===== config.mk =====
export PLATFORM = sky130hd
export DESIGN_NAME = wide_add_unit
export DESIGN_NICKNAME = d
export VERILOG_FILES = /design/src/rtl/wau_pkg.sv /design/src/rtl/wau_adder.sv /design/src/rtl/wau_flag_eval.sv /design/src/rtl/wau_ovc_ctr.sv /design/src/rtl/wau_rpt_ctr.sv /design/src/rtl/wide_add_unit.sv
export SDC_FILE = /design/constraint.sdc
export NUM_CORES = 1
export LEC_CHECK = 0
export BUFFER_PORTS_ARGS = -buffer_cell sky130_fd_sc_hd__buf_2
export CAP_MARGIN = 30
export CELL_PAD_IN_SITES_DETAIL_PLACEMENT = 1
export CELL_PAD_IN_SITES_GLOBAL_PLACEMENT = 2
export CORE_MARGIN = 2
export CORE_UTILIZATION = 28
export CTS_CLUSTER_SIZE = 16
export DETAILED_ROUTE_END_ITERATION = 12
export PLACE_DENSITY_LB_ADDON = 0.1
export SETUP_SLACK_MARGIN = 0.05
export SLEW_MARGIN = 20
export SYNTH_ARGS = -nofsm -noshare
export SYNTH_HDL_FRONTEND = slang
export SYNTH_SLANG_ARGS = --single-unit

===== constraint.sdc =====
create_clock -name clk -period 4.6 [get_ports clk]
set_input_delay 0.69 -clock clk [delete_from_list [all_inputs] [get_ports clk]]
set_output_delay 0.69 -clock clk [all_outputs]
set_load 0.02 [all_outputs]

===== src/rtl/wau_pkg.sv =====
package wau_pkg;
  typedef enum logic [1:0] {
    OP_ADDU  = 2'b00,
    OP_ADDC  = 2'b01,
    OP_LDP   = 2'b10,
    OP_LDACC = 2'b11
  } wau_op_e;
endpackage


===== src/rtl/wau_adder.sv =====
module wau_adder #(
  parameter int W = 32
) (
  input  logic [W-1:0] a,
  input  logic [W-1:0] b,
  input  logic         cin,
  output logic [W-1:0] sum,
  output logic         cout,
  output logic         ovf
);
  localparam int MSB = W - 1;
  logic [W:0] wide;

  always_comb begin
    wide = {1'b0, a} + {1'b0, b} + {{W{1'b0}}, cin};
    sum  = wide[MSB:0];
    cout = wide[W];
    // signed overflow: equal input signs, differing result sign
    ovf  = (a[MSB] == b[MSB]) && (wide[MSB] != a[MSB]);
  end
endmodule


===== src/rtl/wau_flag_eval.sv =====
module wau_flag_eval #(
  parameter int W = 32
) (
  input  logic [W-1:0] value,
  output logic         neg,
  output logic         zero
);
  assign neg  = value[W-1];
  assign zero = (value == '0);
endmodule


===== src/rtl/wau_ovc_ctr.sv =====
module wau_ovc_ctr #(
  parameter int OVC_W = 6
) (
  input  logic             clk,
  input  logic             rst,
  input  logic             inc,
  output logic [OVC_W-1:0] count
);
  localparam logic [OVC_W-1:0] ONE = OVC_W'(1);

  always_ff @(posedge clk) begin
    if (rst)      count <= '0;
    else if (inc) count <= count + ONE; // wraps modulo 2**OVC_W
  end
endmodule


===== src/rtl/wau_rpt_ctr.sv =====
module wau_rpt_ctr #(
  parameter int RPT_W = 8
) (
  input  logic             clk,
  input  logic             rst,
  input  logic             clr,
  input  logic             set,
  input  logic [RPT_W-1:0] val,
  output logic [RPT_W-1:0] cnt
);
  always_ff @(posedge clk) begin
    if (rst)      cnt <= '0;
    else if (clr) cnt <= '0;   // non-repeatable add wins
    else if (set) cnt <= val;
  end
endmodule


===== src/rtl/wide_add_unit.sv =====
module wide_add_unit
  import wau_pkg::*;
#(
  parameter int DATA_W = 32,
  parameter int OVC_W  = 6,
  parameter int RPT_W  = 8
) (
  input  logic              clk,
  input  logic              rst,
  input  logic              op_valid,
  input  logic [1:0]        op_sel,
  input  logic [DATA_W-1:0] operand,
  input  logic              sat_mode,
  input  logic              rpt_set,
  input  logic [RPT_W-1:0]  rpt_value,
  output logic [DATA_W-1:0] p_out,
  output logic [DATA_W-1:0] acc_out,
  output logic              flag_n,
  output logic              flag_z,
  output logic              flag_c,
  output logic              flag_v,
  output logic [OVC_W-1:0]  ovc_out,
  output logic [RPT_W-1:0]  rpt_out
);
  localparam int MSB = DATA_W - 1;
  localparam logic [DATA_W-1:0] SAT_MAX = {1'b0, {MSB{1'b1}}};
  localparam logic [DATA_W-1:0] SAT_MIN = {1'b1, {MSB{1'b0}}};

  wau_op_e op;
  logic is_addu, is_addc, is_ldp, is_ldacc, is_add;
  logic [DATA_W-1:0] p_q, acc_q, add_a, raw_sum, res;
  logic n_q, z_q, c_q, v_q;
  logic cin, cout, ovf, res_neg, res_zero;

  assign op       = wau_op_e'(op_sel);
  assign is_addu  = op_valid && (op == OP_ADDU);
  assign is_addc  = op_valid && (op == OP_ADDC);
  assign is_ldp   = op_valid && (op == OP_LDP);
  assign is_ldacc = op_valid && (op == OP_LDACC);
  assign is_add   = is_addu || is_addc;

  assign add_a = is_addc ? acc_q : p_q;
  assign cin   = is_addc & c_q;

  wau_adder #(.W(DATA_W)) u_adder (
    .a(add_a), .b(operand), .cin(cin),
    .sum(raw_sum), .cout(cout), .ovf(ovf)
  );

  // saturation applies only to the accumulator path
  always_comb begin
    res = raw_sum;
    if (is_addc && sat_mode && ovf)
      res = add_a[MSB] ? SAT_MIN : SAT_MAX;
  end

  wau_flag_eval #(.W(DATA_W)) u_flags (
    .value(res), .neg(res_neg), .zero(res_zero)
  );

  always_ff @(posedge clk) begin
    if (rst) begin
      p_q   <= '0;
      acc_q <= '0;
      n_q   <= 1'b0;
      z_q   <= 1'b0;
      c_q   <= 1'b0;
      v_q   <= 1'b0;
    end else begin
      if (is_addu)  p_q   <= res;
      if (is_addc)  acc_q <= res;
      if (is_ldp)   p_q   <= operand;
      if (is_ldacc) acc_q <= operand;
      if (is_add) begin
        n_q <= res_neg;
        z_q <= res_zero;
        c_q <= cout;
        if (ovf) v_q <= 1'b1;
      end
    end
  end

  wau_ovc_ctr #(.OVC_W(OVC_W)) u_ovc (
    .clk(clk), .rst(rst), .inc(is_addu && cout), .count(ovc_out)
  );

  wau_rpt_ctr #(.RPT_W(RPT_W)) u_rpt (
    .clk(clk), .rst(rst), .clr(is_addu), .set(rpt_set),
    .val(rpt_value), .cnt(rpt_out)
  );

  assign p_out   = p_q;
  assign acc_out = acc_q;
  assign flag_n  = n_q;
  assign flag_z  = z_q;
  assign flag_c  = c_q;
  assign flag_v  = v_q;
endmodule


==> results of run 1 <==
==> registers in the layout, indices dropped and copies added (netlist names) <==
signal and count:
acc_out 32, flag_c 1, flag_n 1, flag_v 1
flag_z 1, p_out 32, u_ovc.count 6, u_rpt.cnt 8
==> kinds of logic (layout without fill, tap and decap cells) <==
logic type               count (synthesis)  count (layout)
AND/OR/NAND/NOR                        282             282
AO/OA/AOI/OAI                          247             247
flip-flops                              82              82
buffers and inverters                   66             211
multiplexers                            43              43
adder cells (fa/ha/maj)                 34              34
XOR/XNOR                                28              28
==> per-layer routing <==
layer / part of all wire (%) / track usage, % / vias to the layer above
met4: 1.2 / 4.952 / 0
met5: 0 / 0 / -
met1: 48 / 26.91 / 2988
met3: 4.1 / 3.129 / 18
met2: 46 / 33.77 / 133
li1: - / - / 3081
==> Yosys cell counts, types with 7 or more instances <==
cell type  count
o21ai_1       20
a2bb2oi_1      9
inv_1         13
a21oi_1      109
nand3_1       14
ha_1          32
nor3_1         8
mux2i_1       10
clkbuf_1      44
mux2_2        33
nand2_1      168
o21ai_0       14
a21o_1        25
xnor2_1       19
dfxtp_1       82
xor2_1         9
a31oi_1        9
a211oi_1      11
buf_1          9
and3_1         7
nor2_1        39
==> per-stage QoR <==
stage / hold WS [ps] / instance area (µm²) / cells / power (W)
after floorplan: 522.1 / 5884 / 782 / 0.001240
after global placement: 433.3 / 7076 / 1181 / 0.001481
after detailed placement: 444.0 / 7076 / 1181 / 0.001491
after CTS: 454.5 / 7367 / 1197 / 0.002241
after global routing: 492.2 / 7376 / 1197 / 0.002344
final: 452.2 / 7376 / 1197 / 0.002212
==> worst max-delay path, cell delays in order <==
cell	delay (ps)
buf_2	110
and2_1	200
nand2_4	80
mux2_4	300
fa_2	400
inv_2	70
fa_2	240
nor2b_4	50
o21a_1	170
or3_1	330
a2111o_1	430
or4b_1	520
nor3_2	140
nand4b_1	100
or4_1	420
nor4_1	220
a21o_1	150
==> cell type report <==
cell class / count / area share (%)
sequential: 82 / 22.26
timing repair buffer: 182 / 14.40
multi-input combinational: 634 / 54.15
tap: 270 / 4.580
clock buffer: 9 / 3.053
inverter: 13 / 0.6616
clock inverter: 7 / 0.8991
==> worst paths after layout <==
| check | startpoint | endpoint |
|---|---|---|
| min reg2reg | flag_v | flag_v |
| min | flag_v | flag_v |
| max | op_valid | flag_z |
| max reg2reg | acc_out[0] | flag_z |
==> power by group <==
group	leakage (nW)	switching, W	total, W	internal (W)
sequential	0.670	0.0000300	0.000780	0.000750
clock	0.138	0.000354	0.000736	0.000382
combinational	2.62	0.000421	0.000696	0.000275
==> results.toml, run 1 <==
[status]
status = "finished clean"

[synthesis]
yosys.area_share.simple_pct = 21.52
syn-num-nets = 863
yosysTopAreaCell = "dfxtp_1"
synth_seq_cells = 82
synth_warnings = 0
synth_cell_type_count = 63
synth_area_leaders = "dfxtp_1, nand2_1, a21oi_1, ha_1, mux2_2"
syn_area_mm2 = 0.005856
synth_top_family_by_area = "compound AO/OA/AOI/OAI gates"
synthMuxAreaShare_pct = 8.056
synth_compound_area_share_pct = 26.45
async_flop_share_pct = 0
ys.flop_type = "dfxtp_1"
synthAdderAreaFrac_pct = 7.521
syn-instance-count = 782
seq_area_frac_synth_pct = 28.03
synth_xor_area_share_pct = 4.188
synth_enable_flop_cells = 0
synth_top_area_share_pct = 28.03
synth_area_per_cell_um2 = 7.488

[final_layout]
layout_common_cells = "nand2_1, buf_2, a21oi_1"
fin_nets = 1003
layout_commonest_cell = "nand2_1"
fill_cells = 2550
num_antenna_cells = 0
area_growth_pct = 25.96
register_area_mm2 = 0.001642
multiInputGateArea_mm2 = 0.003994
final_core_util_pct = 36.22
drive_gt1_share_pct = 26.32

[flow_run]
maxCapViolCount = 0

[worst_setup_path]
r2r_slack_ps = 680
reg2reg_depth = 14
end_kind = "flip-flop"
worstPathArrival_ps = 4630
required_ps = 4910
worstSetupPathType = "input pin to flip-flop"
start_kind = "input pin"
critPathMaxFanout = 3

[die]
chipWidth_um = 148.6
rows = 52
ios = 129
die_area_mm2 = 0.02208
core_area_mm2 = 0.02036
start_util_pct = 28.75
die_h_um = 148.6

[power]
power.leakage_nw = 3.433
ir_drop_mv = 0.1559
power.density_mw_per_mm2 = 299.8

[worst_hold_path]
min_path_cells = 2
hp-class = "flip-flop to flip-flop"

[place]
place.gp.congestion = 0.8863
dp_hpwl_um = 16930
dp_slack_ps = -116.8
numPortBuffers = 128

[cts]
cts_made_buffers = 9
cts.clk_slew.worst_paths_ps = 70
cts_resized = 0
clock_path_buffers = 2
holdBufCountCts = 0
root_buffer = "clkbuf_16"
post_cts_buffers = 0
htreeDepth = 3
cts_tree = "built"
clock_sinks = 82
clk_latency_ps = 360

[sta]
max_slew_margin_pct = 41.46
fin_worst_skew_ps = 17.18
finalHoldViolations = 0
rsz0062_at_grt = "yes"
final_max_slew_viol_count = 0
min_period_ps = 4321
fmax_mhz = 231.4
tns_ps = 0
worst_pin_slew_ps = 878.0
finalSetupViolations = 0
setup_ws_ps = 279.0
min_period_over_period_pct = 93.93

[grt]
grt_antenna_before_repair = 0
grt_use_total_pct = 20.06
overflow = 0
grt_pass1_vias = 6573
grt_pass1_wl_um = 35250
grt_max_degree = 63

[drt]
avgRoutedWirePerCell_um = 18.37
drt_iter0_markers = 314
drc = 0
ant_nets = 0
drt_pre_antenna_iters = 4
wl_um = 21980
vias_per_cell = 5.196
routed-via-count = 6220
No activity file was read; power rests on OpenSTA's default activity.
==> run 2, diff against run 1 <==
--- a/config.mk
+++ b/config.mk
@@ -5,14 +5,14 @@
 export SDC_FILE = /design/constraint.sdc
 export NUM_CORES = 1
 export LEC_CHECK = 0
-export BUFFER_PORTS_ARGS = -buffer_cell sky130_fd_sc_hd__buf_2
 export CAP_MARGIN = 30
 export CELL_PAD_IN_SITES_DETAIL_PLACEMENT = 1
 export CELL_PAD_IN_SITES_GLOBAL_PLACEMENT = 2
 export CORE_MARGIN = 2
-export CORE_UTILIZATION = 28
+export CORE_UTILIZATION = 33
 export CTS_CLUSTER_SIZE = 16
 export DETAILED_ROUTE_END_ITERATION = 12
+export DONT_BUFFER_PORTS = 1
 export PLACE_DENSITY_LB_ADDON = 0.1
 export SETUP_SLACK_MARGIN = 0.05
 export SLEW_MARGIN = 20
==> run 2 against run 1 <==
  * Register-to-register slack worse by 90 ps
  * Non-clock buffer count is 124 lower
  * Core utilization grew 2.7 points
  * Combinational power fell by 18%
  * Clock power increased by 11%
  * Die area fell by 15%
  * Power rose by 0.52%
  * Critical path depth shrank 1
  * Sequential power is 7.3% higher
  * Clock skew is 10 ps lower
  * Final area decreased by 8.7%
  * Routed wire length down 1.2%
==> results.toml, run 2 (synthesis results as in run 1) <==
[drt]
drt_pre_antenna_iters = 4
avgRoutedWirePerCell_um = 21.12
drc = 0
routed-via-count = 5769
vias_per_cell = 5.612
ant_nets = 0
wl_um = 21720
drt_iter0_markers = 258

[worst_setup_path]
start_kind = "input pin"
critPathTopFamily = "simple AND/OR/NAND/NOR gates"
required_ps = 4900
worstPathArrival_ps = 4540
end_kind = "flip-flop"
worstSetupPathType = "input pin to flip-flop"
critical-path-max-stage-delay_ps = 500
cp_num_buf_inv = 1
critPathMaxFanout = 5
cpMostUsedCell = "fa_2"
crit_path_top_delay_cell = "or4b_1"
crit_chain = "and2_1 -> nand2_4 -> mux2_4 -> fa_2 -> inv_2 -> fa_2 -> nor2b_4 -> o21a_1 -> or3_1 -> a2111o_1 -> or4b_1 -> nor3_2 -> nand4b_1 -> or4_1 -> nor4_1 -> a21o_1"

[cts]
cts.clk_slew.worst_paths_ps = 70
clk_latency_ps = 350
cts_resized = 0
root_buffer = "clkbuf_16"
clock_sinks = 82
htreeDepth = 3
cts_tree = "built"
cts_made_buffers = 9
post_cts_buffers = 0
clock_path_buffers = 2
holdBufCountCts = 0

[grt]
grt_use_total_pct = 23.45
grt_pass1_vias = 6071
grt_pass1_wl_um = 34220
grt_antenna_before_repair = 0
grt_max_degree = 79
overflow = 0

[final_layout]
layout_common_cells = "nand2_1, a21oi_1, dfxtp_1"
fin_nets = 879
layout_commonest_cell = "nand2_1"
num_antenna_cells = 0
final_cells = 1028
final_core_util_pct = 38.93
drive_gt1_share_pct = 14.82
area_growth_pct = 15.00

[sta]
worst_pin_slew_ps = 596.7
max_slew_margin_pct = 60.14
min_period_ps = 4238
tns_ps = 0
finalSetupViolations = 0
fin_worst_skew_ps = 6.898
final_max_slew_viol_count = 0
finalHoldViolations = 0
rsz0062_at_grt = "no"
min_period_over_period_pct = 92.13
fmax_mhz = 236.0

[place]
dpl.cell_count = 1012
place.gp.congestion = 0.8551
numPortBuffers = 0
dp_hpwl_um = 16620

[die]
ios = 129
core_area_mm2 = 0.01730
die_area_mm2 = 0.01883
rows = 48
chipWidth_um = 137.2
die_h_um = 137.2
start_util_pct = 33.85

[worst_hold_path]
hp-class = "input pin to flip-flop"

[power]
power_w = 0.002223
power.leakage_nw = 2.847
power.density_mw_per_mm2 = 330.1
ir_drop_mv = 0.1676

[status]
status = "finished clean"

[flow_run]
maxCapViolCount = 0
run 2: metal layers:
layer  track usage [%]  up-vias  share of wire (%)
met2             38.14      121                 46
li1                  -     2827                  -
met3             5.445       14                6.3
met5                 0        -                  0
met4             5.613        0               0.96
met1             31.43     2807                 47
run 2: layout make-up:
type                            instances  area (µm²)
Clock buffer                            9       225.2
Sequential cell                        82        1642
Clock inverter                          7       100.1
Timing Repair Buffer                   58       447.9
Multi-Input combinational cell        634        3989
Inverter                               13       48.80
Fill cell                            2134       10560
Tap cell                              225       281.5
run 2: report_power, final:
part | leakage (nW) | switching, W | total [W] | internal [W]
logic | 2.03 | 0.000332 | 0.000570 | 0.000238
clock network | 0.149 | 0.000336 | 0.000816 | 0.000480
registers | 0.670 | 0.0000872 | 0.000837 | 0.000750
total | 2.85 | 0.000755 | 0.00222 | 0.00147
run 2: final timing paths:
path / from / slack (ps) / end / cells past startpoint
setup / recovery: op_valid / 360 / flag_z / 16
hold / removal: rst / 400 / acc_out[0] / 1
setup reg to reg: p_out[0] / 590 / flag_z / 14
hold reg to reg: flag_v / 560 / flag_v / 2
run 2: per-stage QoR:
stage	worst slack, ps	hold slack (ps)	cell area (µm²)
after CTS	353.8	393.5	6734
final	362.2	400.5	6734
after global placement	40.71	535.6	6409
after floorplan	79.39	522.1	5884
after detailed placement	4.913	545.9	6409
after global routing	129.4	394.1	6734
